### src/rtl/idc_pkg.sv
`timescale 1ns/1ps
package idc_pkg;
    localparam int IDC_BANKS    = 2;
    localparam int IDC_ADDR_W   = 6;
    localparam int IDC_BANK_BIT = 5;

    typedef enum logic [2:0] {
        SEL_SRC  = 3'd0,
        SEL_MASK = 3'd1,
        SEL_CLR  = 3'd2,
        SEL_MODE = 3'd3,
        SEL_POL  = 3'd4,
        SEL_STAT = 3'd5
    } reg_sel_e;
endpackage

### src/rtl/idc_sync.sv
`timescale 1ns/1ps
module idc_sync #(
    parameter int N = 32
) (
    input  logic         clk_i,
    input  logic         rst_ni,
    input  logic [N-1:0] async_i,
    output logic [N-1:0] sync_o,
    output logic [N-1:0] prev_o
);
    typedef struct packed {
        logic [N-1:0] meta;
        logic [N-1:0] stable;
        logic [N-1:0] prev;
    } sync_t;

    sync_t st_d, st_q;

    always_comb begin
        st_d        = st_q;
        st_d.meta   = async_i;
        st_d.stable = st_q.meta;
        st_d.prev   = st_q.stable;
    end

    always_ff @(posedge clk_i or negedge rst_ni) begin
        if (!rst_ni) st_q <= '0;
        else         st_q <= st_d;
    end

    assign sync_o = st_q.stable;
    assign prev_o = st_q.prev;
endmodule

### src/rtl/idc_bank.sv
`timescale 1ns/1ps
module idc_bank
    import idc_pkg::*;
#(
    parameter int N = 32,
    localparam int IW = (N > 1) ? $clog2(N) : 1
) (
    input  logic          clk_i,
    input  logic          rst_ni,
    input  logic [N-1:0]  sync_i,
    input  logic [N-1:0]  prev_i,
    input  logic          wr_i,
    input  logic [2:0]    wr_sel_i,
    input  logic [N-1:0]  wdata_i,
    input  logic [2:0]    rd_sel_i,
    output logic [N-1:0]  rdata_o,
    output logic [N-1:0]  status_o,
    output logic [N-1:0]  mask_o,
    output logic          req_o,
    output logic [IW-1:0] first_o
);
    typedef struct packed {
        logic [N-1:0] mask;
        logic [N-1:0] mode;
        logic [N-1:0] pol;
        logic [N-1:0] pend;
        logic         req;
    } bank_t;

    bank_t st_d, st_q;

    logic [N-1:0] level_act;
    logic [N-1:0] edge_hit;
    logic [N-1:0] clr_bits;
    logic [N-1:0] src;
    logic [N-1:0] stat;
    logic [IW-1:0] first;

    always_comb begin
        level_act = sync_i ^ st_q.pol;
        edge_hit  = (~st_q.pol & sync_i & ~prev_i) | (st_q.pol & ~sync_i & prev_i);
        clr_bits  = (wr_i && reg_sel_e'(wr_sel_i) == SEL_CLR) ? wdata_i : '0;
        src       = (st_q.mode & st_q.pend) | (~st_q.mode & level_act);
        stat      = src & st_q.mask;

        st_d      = st_q;
        if (wr_i) begin
            case (reg_sel_e'(wr_sel_i))
                SEL_MASK: st_d.mask = wdata_i;
                SEL_MODE: st_d.mode = wdata_i;
                SEL_POL:  st_d.pol  = wdata_i;
                default:  ;
            endcase
        end
        st_d.pend = st_q.mode & ((st_q.pend & ~clr_bits) | edge_hit);
        st_d.req  = |stat;
    end

    always_comb begin
        first = '0;
        for (int i = N - 1; i >= 0; i--) begin
            if (stat[i]) first = IW'(i);
        end
    end

    always_comb begin
        case (reg_sel_e'(rd_sel_i))
            SEL_SRC:  rdata_o = src;
            SEL_MASK: rdata_o = st_q.mask;
            SEL_MODE: rdata_o = st_q.mode;
            SEL_POL:  rdata_o = st_q.pol;
            SEL_STAT: rdata_o = stat;
            default:  rdata_o = '0;
        endcase
    end

    always_ff @(posedge clk_i or negedge rst_ni) begin
        if (!rst_ni) st_q <= '0;
        else         st_q <= st_d;
    end

    assign status_o = stat;
    assign mask_o   = st_q.mask;
    assign req_o    = st_q.req;
    assign first_o  = first;
endmodule

### src/rtl/dual_irq_ctrl.sv
`timescale 1ns/1ps
module dual_irq_ctrl
    import idc_pkg::*;
#(
    parameter int NLINES = 32,
    localparam int IW = (NLINES > 1) ? $clog2(NLINES) : 1
) (
    input  logic              clk_i,
    input  logic              rst_ni,
    input  logic [NLINES-1:0] lines_i,
    input  logic [IDC_ADDR_W-1:0] bus_addr_i,
    input  logic              bus_wr_i,
    input  logic [NLINES-1:0] bus_wdata_i,
    output logic [NLINES-1:0] bus_rdata_o,
    output logic              norm_req_o,
    output logic              fast_req_o,
    output logic [IW-1:0]     norm_first_o,
    output logic [IW-1:0]     fast_first_o
);
    logic [NLINES-1:0] sync_w;
    logic [NLINES-1:0] prev_w;
    logic [NLINES-1:0] rd_w   [IDC_BANKS];
    logic [NLINES-1:0] stat_w [IDC_BANKS];
    logic [NLINES-1:0] mask_w [IDC_BANKS];
    logic              req_w  [IDC_BANKS];
    logic [IW-1:0]     first_w[IDC_BANKS];
    logic              aligned;
    logic [2:0]        sel;

    assign aligned = (bus_addr_i[1:0] == 2'b00);
    assign sel     = bus_addr_i[4:2];

    idc_sync #(.N(NLINES)) u_sync (
        .clk_i   (clk_i),
        .rst_ni  (rst_ni),
        .async_i (lines_i),
        .sync_o  (sync_w),
        .prev_o  (prev_w)
    );

    for (genvar b = 0; b < IDC_BANKS; b++) begin : g_bank
        logic hit;
        assign hit = aligned && (bus_addr_i[IDC_BANK_BIT] == b[0]);

        idc_bank #(.N(NLINES)) u_bank (
            .clk_i    (clk_i),
            .rst_ni   (rst_ni),
            .sync_i   (sync_w),
            .prev_i   (prev_w),
            .wr_i     (bus_wr_i && hit),
            .wr_sel_i (sel),
            .wdata_i  (bus_wdata_i),
            .rd_sel_i (sel),
            .rdata_o  (rd_w[b]),
            .status_o (stat_w[b]),
            .mask_o   (mask_w[b]),
            .req_o    (req_w[b]),
            .first_o  (first_w[b])
        );
    end

    assign bus_rdata_o  = aligned ? rd_w[bus_addr_i[IDC_BANK_BIT]] : '0;
    assign norm_req_o   = req_w[0];
    assign fast_req_o   = req_w[1];
    assign norm_first_o = first_w[0];
    assign fast_first_o = first_w[1];
endmodule

### config.mk
export PLATFORM = sky130hd
export DESIGN_NAME = dual_irq_ctrl
export DESIGN_NICKNAME = d
export VERILOG_FILES = /design/src/rtl/idc_pkg.sv /design/src/rtl/idc_sync.sv /design/src/rtl/idc_bank.sv /design/src/rtl/dual_irq_ctrl.sv
export SDC_FILE = /design/constraint.sdc
export NUM_CORES = 1
export LEC_CHECK = 0
export BUFFER_PORTS_ARGS = -buffer_cell sky130_fd_sc_hd__buf_2
export CORE_MARGIN = 5
export CORE_UTILIZATION = 55
export DETAILED_ROUTE_END_ITERATION = 7
export GPL_TIMING_DRIVEN = 1
export PLACE_DENSITY = 0.73
export SYNTH_ARGS = -nofsm -noshare
export SYNTH_HDL_FRONTEND = slang
export SYNTH_HIERARCHICAL = 1
export SYNTH_SLANG_ARGS = --single-unit
### constraint.sdc
create_clock -name clk_i -period 2.7 [get_ports clk_i]
set_input_delay 0.405 -clock clk_i [delete_from_list [all_inputs] [get_ports clk_i]]
set_output_delay 0.405 -clock clk_i [all_outputs]
set_load 0.1 [all_outputs]
==> flow_metrics.tcl, run 1 <==
set metrics [dict create \
    drt_antenna_net_count 0 \
    timing_worst_setup_path_type "flip-flop to primary output" \
    initial_drc_count 1370 \
    status "finished, violations left" \
    failed_checks "negative setup slack" \
    synthesis.instances 2015 \
    worst-path-max-fanout 3 \
    cts_inserted_buffers 41 \
    cts-root-to-sink-buffers 3 \
    cellPowerDensity_mw_per_mm2 704 \
    syn_area_mm2 0.0202 \
    num_vias 17000 \
    grt_max_degree 82 \
    die_height_um 202 \
    post_drt_via_cell_ratio 6.08 \
    place.detailed.hpwl_um 40200 \
    crit_path_end_kind "primary output" \
    setup_viol 39 \
    filler_cell_count 2361 \
    cts_tree "built" \
    first_pass_grt_wire_length_um 96800 \
    drt-pass1-iter-count 5 \
    clock_latency_ns 0.57 \
    crit_slowest_cell "sky130_fd_sc_hd__or4b_4" \
    cts_max_level 2 \
    final_critical_path_setup_slack_ns -0.626 \
    cts.sink_count 354 \
    synthesis.area_per_instance_um2 10.0 \
    hold-path-cell-count 3 \
    worst_r2r_path_depth 12 \
    initial_utilization_pct 55.4 \
    fp.dieArea_mm2 0.0406 \
    max_cap_viol_count 0 \
    max_stage_delay_ns 0.55 \
    clock-skew-final_ns 0.0168 \
    clockRootBuffer "sky130_fd_sc_hd__clkbuf_16" \
    max_clock_freq_ghz 0.301 \
    cts.reportedPaths.clkPinSlew_ns 0.06 \
    grt_antenna_before_repair 4 \
    numPortBuffers 116 \
    via_count_of_the_first_global_routing_pass 17400 \
    detailed_place.area_mm2 0.0233 \
    gp_congestion 0.911 \
    layout_overhead_on_the_synthesized_area_pct 33.2 \
    worstPathArrival_ns 2.92 \
    timing.final.crit_share_pct 123 \
    warnings_from_yosys 6 \
    proportion_of_layout_cells_with_a_drive_suffix_above_1_pct 38.0 \
    min_path_type "primary input to flip-flop" \
    max-vdd-ir-drop_uv 1050 \
    crit_required_ns 2.30 \
    core.rowCount 70 \
    grtUsageTotal_pct 29.8 \
    die_width_um 202 \
    count_of_pins_on_the_block_boundary 117 \
    leakagePower_nw 12.3 \
    crit_family "simple AND/OR/NAND/NOR gates" \
    design_power_total_mw 18.9 \
    min_period_ns 3.33 \
    path_depth 9 \
    routed_wire_length_per_instance_um 22.5 \
    finish.net_count 2491 \
    max_slew.worst_pin.slew_ns 0.971 \
    timing.critical_path.buf_inv 2 \
    multi_input_comb_area_mm2 0.0118 \
    postSynthNetCount 2216 \
    crit_path_cell_trace "inv_1 -> ha_4 -> nand2b_4 -> and3_4 -> or4b_4 -> a211oi_2 -> nor4_2 -> o311a_4 -> buf_12" \
    rsz0062_at_grt "true" \
    sequential_cell_area_mm2 0.00886 \
    drc_violations_left 0 \
    grt_overflow 0 \
    finalInstanceArea_mm2 0.0269 \
    finalMaxSlewViolations 0 \
    drt_wl_total_um 62700 \
    worst_slew_margin_rel_pct 35.2 \
    report.final.hold_viol_count 0 \
    core_mm2 0.0364 \
    cp-start-kind "flip-flop" \
]
## power by group
| group | leakage, nW | total (mW) | switching, mW | internal [mW] |
|---|---|---|---|---|
| clock | 0.675 | 5.75 | 2.24 | 3.51 |
| sequential | 4.38 | 6.51 | 0.607 | 5.90 |
| combinational | 7.21 | 6.69 | 3.63 | 3.06 |
## sequential cells by signal (all words and copies together), names as in the netlist
register,cells
u_sync/prev_o,32
g_bank.u_bank/st_q,192
g_bank.u_bank/req_o,2
u_sync/sync_o,32
u_sync/st_d,32
g_bank.u_bank/mask_o,64
## path summary, 6_finish.rpt
path	from	slack, ns	end
min in group asynchronous	rst_ni	0.46	u_sync/st_d[50]
hold reg to reg	u_sync/st_d[38]	0.35	u_sync/sync_o[6]
max in group asynchronous	rst_ni	1.34	g_bank[0].u_bank/st_q[41]
setup reg to reg	u_sync/sync_o[11]	0.50	g_bank[0].u_bank/req_o
setup / recovery	u_sync/sync_o[29]	-0.63	norm_first_o[2]
hold / removal	bus_wdata_i[4]	0.17	g_bank[0].u_bank/st_q[37]
## tightest hold or removal path: stages
cell                      delay, ns
sky130_fd_sc_hd__buf_2         0.15
sky130_fd_sc_hd__nand2_1       0.06
sky130_fd_sc_hd__o21ai_0       0.07
## layout by cell type, fill, tap and decap left out, drive strengths merged, types with 32 or more instances in the layout
cell type    instances
dfrtp              354
buf                321
nand2              230
inv                193
mux2               140
ha                 128
o21ai              104
nand2b              92
mux2i               78
a21oi               76
nor2                72
clkbuf              67
a32oi               52
nor2b               38
o22ai               36
nand3               36
a21boi              34
dlygate4sd3         33
and2                32
## layout make-up
class                      instances  share of cell area, %
sequential                       354                   33.0
multi-input combinational       1345                   43.9
clock inverter                     7                  0.442
inverter                         194                   2.72
tap                              468                   2.18
antenna                            1                0.00931
timing repair buffer             354                   13.0
clock buffer                      67                   4.75
## per-stage QoR
step	worst slack (ns)	hold slack, ns	TNS (ns)	utilization [%]	std cells
after floorplan	-0.390	0.109	-0.847	-	2015
after CTS	-0.641	0.136	-12.37	71.5	2773
after global routing	-0.699	0.170	-15.68	73.8	2790
after detailed placement	-0.187	0.335	-1.03	63.8	2626
after global placement	-0.180	0.332	-0.714	63.8	2626
final	-0.626	0.166	-12.19	73.8	2790
## routing by layer
layer  part of all wire [%]  wire, um  vias up  global-route usage [%]
met5                  0.065        41        -                       0
met2                     49     30500      742                    49.3
met3                    7.2      4500      190                    6.12
met1                     40     25200     8501                    39.0
met4                    3.9      2430        6                    11.1
li1                       -         -     7532                       -
## what timing repair did
| item | CTS | global route |
|---|---|---|
| hold endpoints to repair | 101 | 0 |
| pin swaps | 166 | 127 |
| setup buffers | 44 | 19 |
| setup endpoints to repair | 39 | 39 |
| hold buffers | 33 | 0 |
| gates resized for setup | 179 | 141 |
(Power assumes the default switching activity.)
==> run 2, diff against run 1 <==
- CORE_ASPECT_RATIO: unset -> 0.9
- PLACE_DENSITY: 0.73 -> 0.76
- clock period: 2.7 -> 3.1 ns (I/O delays scaled with it)
==> run 2 against run 1 <==
The flow still finishes with violations (negative setup slack). Sequential power is 13% lower. Clock skew decreased by 0.0055 ns. Register-to-register slack improved by 0.32 ns. Utilization down 3.0 points. Total power is 13% lower. First-iteration DRC count increased by 28%. Clock-buffer cell count fell by 10. Flip-flop and latch count stayed put. Clock power decreased by 7.0%. Critical path depth increased by 1. Critical endpoint is now fast_first_o[2]. Largest power group is now sequential cells. Highest routed layer unchanged.
==> flow_metrics.tcl, run 2 (same netlist as run 1, synthesis figures left out) <==
set metrics [dict create \
    status "finished, violations left" \
    failed_checks "negative setup slack" \
    numPortBuffers 116 \
    worst_slew_margin_rel_pct 47.4 \
    totalNegativeSetupSlack_ns -3.19 \
    timing.final.crit_share_pct 111 \
    gp_congestion 0.927 \
    top_layer_used "met5" \
    drt-pass1-iter-count 7 \
    fp.dieArea_mm2 0.0406 \
    rsz0062_at_grt "true" \
    crit_path_end_kind "primary output" \
    cts_max_level 2 \
    report.final.hold_viol_count 0 \
    setup_viol 20 \
    die_width_um 212 \
    finalMaxSlewViolations 0 \
    timing_worst_setup_path_type "flip-flop to primary output" \
    routed_wire_length_per_instance_um 22.8 \
    hold-path-cell-count 1 \
    pwr-share-comb_pct 32.8 \
    place.detailed.hpwl_um 39200 \
    filler_cell_count 2371 \
    crit_slowest_cell "sky130_fd_sc_hd__or4b_4" \
    power.switching_mw 5.51 \
    cts-root-to-sink-buffers 3 \
    worstPathArrival_ns 2.98 \
    crit_path_start "u_sync/sync_o[29]" \
    cp-endpoint "fast_first_o[2]" \
    via_count_of_the_first_global_routing_pass 17200 \
    layout.cells.most_common "sky130_fd_sc_hd__dfrtp_1" \
    wl_met3_um 6100 \
    cp-start-kind "flip-flop" \
    max_flop_register "g_bank.u_bank/st_q" \
    max_slew.worst_pin.slew_ns 0.790 \
    layout_overhead_on_the_synthesized_area_pct 26.9 \
    clock-skew-final_ns 0.0113 \
    grt_overflow 0 \
    met1_length_um 24000 \
    max_cap_viol_count 0 \
    cts.sink_count 354 \
    path_depth 10 \
    design_power_total_mw 16.4 \
    grt_max_degree 92 \
    grt_antenna_before_repair 6 \
    clockPowerShare_pct 32.6 \
    crit_required_ns 2.63 \
    worst-path-max-fanout 3 \
    crit_family "simple AND/OR/NAND/NOR gates" \
    cts_tree "built" \
    min_period_ns 3.44 \
    clockRootBuffer "sky130_fd_sc_hd__clkbuf_16" \
    max_clock_freq_ghz 0.291 \
    final_core_util_pct 70.8 \
    die_height_um 192 \
    number_of_flip_flops_in_the_largest_register 192 \
    initial_drc_count 1751 \
    post_drt_via_cell_ratio 6.25 \
    netSwitchingFraction_pct 33.6 \
    final_critical_path_setup_slack_ns -0.341 \
    core_mm2 0.0362 \
    first_pass_grt_wire_length_um 95300 \
    core.rowCount 66 \
    intPower_mw 10.9 \
    drt_antenna_net_count 0 \
    most-common-layout-cells "sky130_fd_sc_hd__dfrtp_1 (347), sky130_fd_sc_hd__nand2_1 (222), sky130_fd_sc_hd__inv_1 (162), sky130_fd_sc_hd__mux2_2 (140), sky130_fd_sc_hd__buf_4 (125)" \
    drc_violations_left 0 \
    cts_inserted_buffers 39 \
    finish.net_count 2401 \
    cellPowerDensity_mw_per_mm2 640 \
    dr_wl_met2_um 28700 \
    min_path_type "primary input to flip-flop" \
    count_of_pins_on_the_block_boundary 117 \
    whs_ns 0.0247 \
    num_vias 16900 \
    regToRegSetupSlack_ns 0.82 \
    cts.reportedPaths.clkPinSlew_ns 0.06 \
    max_stage_delay_ns 0.56 \
    proportion_of_layout_cells_with_a_drive_suffix_above_1_pct 33.9 \
    sequentialPowerShare_pct 34.6 \
    timing.critical_path.buf_inv 3 \
    crit_path_cell_trace "buf_4 -> inv_2 -> ha_4 -> nand2b_4 -> and3_4 -> or4b_4 -> a211oi_2 -> nor4_1 -> o311a_1 -> buf_12" \
    max-vdd-ir-drop_uv 524 \
    regToRegStartpoint "u_sync/sync_o[13]" \
    leakagePower_nw 11.8 \
    rr_endpoint "g_bank[1].u_bank/req_o" \
    grtUsageTotal_pct 29.7 \
    drt_wl_total_um 61800 \
    worst_r2r_path_depth 10 \
    clock_latency_ns 0.55 \
    initial_utilization_pct 55.8 \
]
run 2: changes by cell type in the layout (fill, tap and decap cells not counted), sizes merged:
cell and delta:
buf -56, bufinv +6, clkbuf -10, clkinv +3, clkinvlp -1, diode +2
dlygate4sd3 -32, inv -1
run 2: metrics by stage:
stage	instances	setup slack, ns	cell area (um^2)
CTS	2676	-0.400	24900
global route	2707	-0.417	25600
detailed placement	2558	0.00187	22300
finish	2709	-0.341	25600
floorplan	2015	-0.107	20300
global placement	2558	0.0776	22300
run 2: worst register-to-register path, delay by kind of cell, from the launching register on:
| kind | cells | cell delay, ns |
|---|---|---|
| fa+ha+maj | 1 | 0.24 |
| flops | 1 | 0.38 |
| simple gates | 5 | 1.06 |
| compound gates | 1 | 0.14 |
| buf+inv | 3 | 0.31 |
run 2: worst min-delay path by stage:
stage / start / end / slack (ns)
2_1_floorplan: rst_ni / g_bank[0].u_bank/mask_o[0] / 0.17
3_3_place_gp: u_sync/st_d[47] / u_sync/sync_o[15] / 0.33
3_5_place_dp: u_sync/st_d[35] / u_sync/sync_o[3] / 0.34
4_1_cts: lines_i[3] / u_sync/st_d[35] / 0.009
5_1_grt: lines_i[23] / u_sync/st_d[55] / 0.02
6_report: lines_i[3] / u_sync/st_d[35] / 0.02
run 2: power by group through the flow:
stage | clock network, mW | logic (mW) | registers, mW
floorplan | 0 | 3.03 | 5.55
global placement | 0 | 4.29 | 5.63
detailed placement | 0 | 4.42 | 5.67
CTS | 5.41 | 4.92 | 5.62
global route | 5.62 | 5.70 | 5.74
finish | 5.35 | 5.37 | 5.68
run 2: layout make-up:
cell class / instances / area [um^2] / share of cell area, %
timing repair buffer: 266 / 2560 / 9.98
inverter: 194 / 743 / 2.90
antenna: 3 / 7.51 / 0.0293
sequential: 354 / 8870 / 34.6
multi-input combinational: 1345 / 11400 / 44.3
clock buffer: 57 / 1200 / 4.67
tap: 476 / 596 / 2.32
clock inverter: 14 / 298 / 1.16
run 2: metal layers:
| layer | track usage, % | up-vias |
|---|---|---|
| li1 | - | 7376 |
| met1 | 38.6 | 8305 |
| met2 | 47.4 | 980 |
| met3 | 6.52 | 254 |
| met4 | 14.5 | 8 |
| met5 | 0 | - |
run 2: repair_timing:
action | 4_1_cts | 5_1_grt
hold buffers | 1 | 0
endpoints found under the setup margin | 21 | 29
buffers inserted | 50 | 32
hold endpoints to repair | 22 | 0
pin swaps | 96 | 100
gates resized for setup | 170 | 113
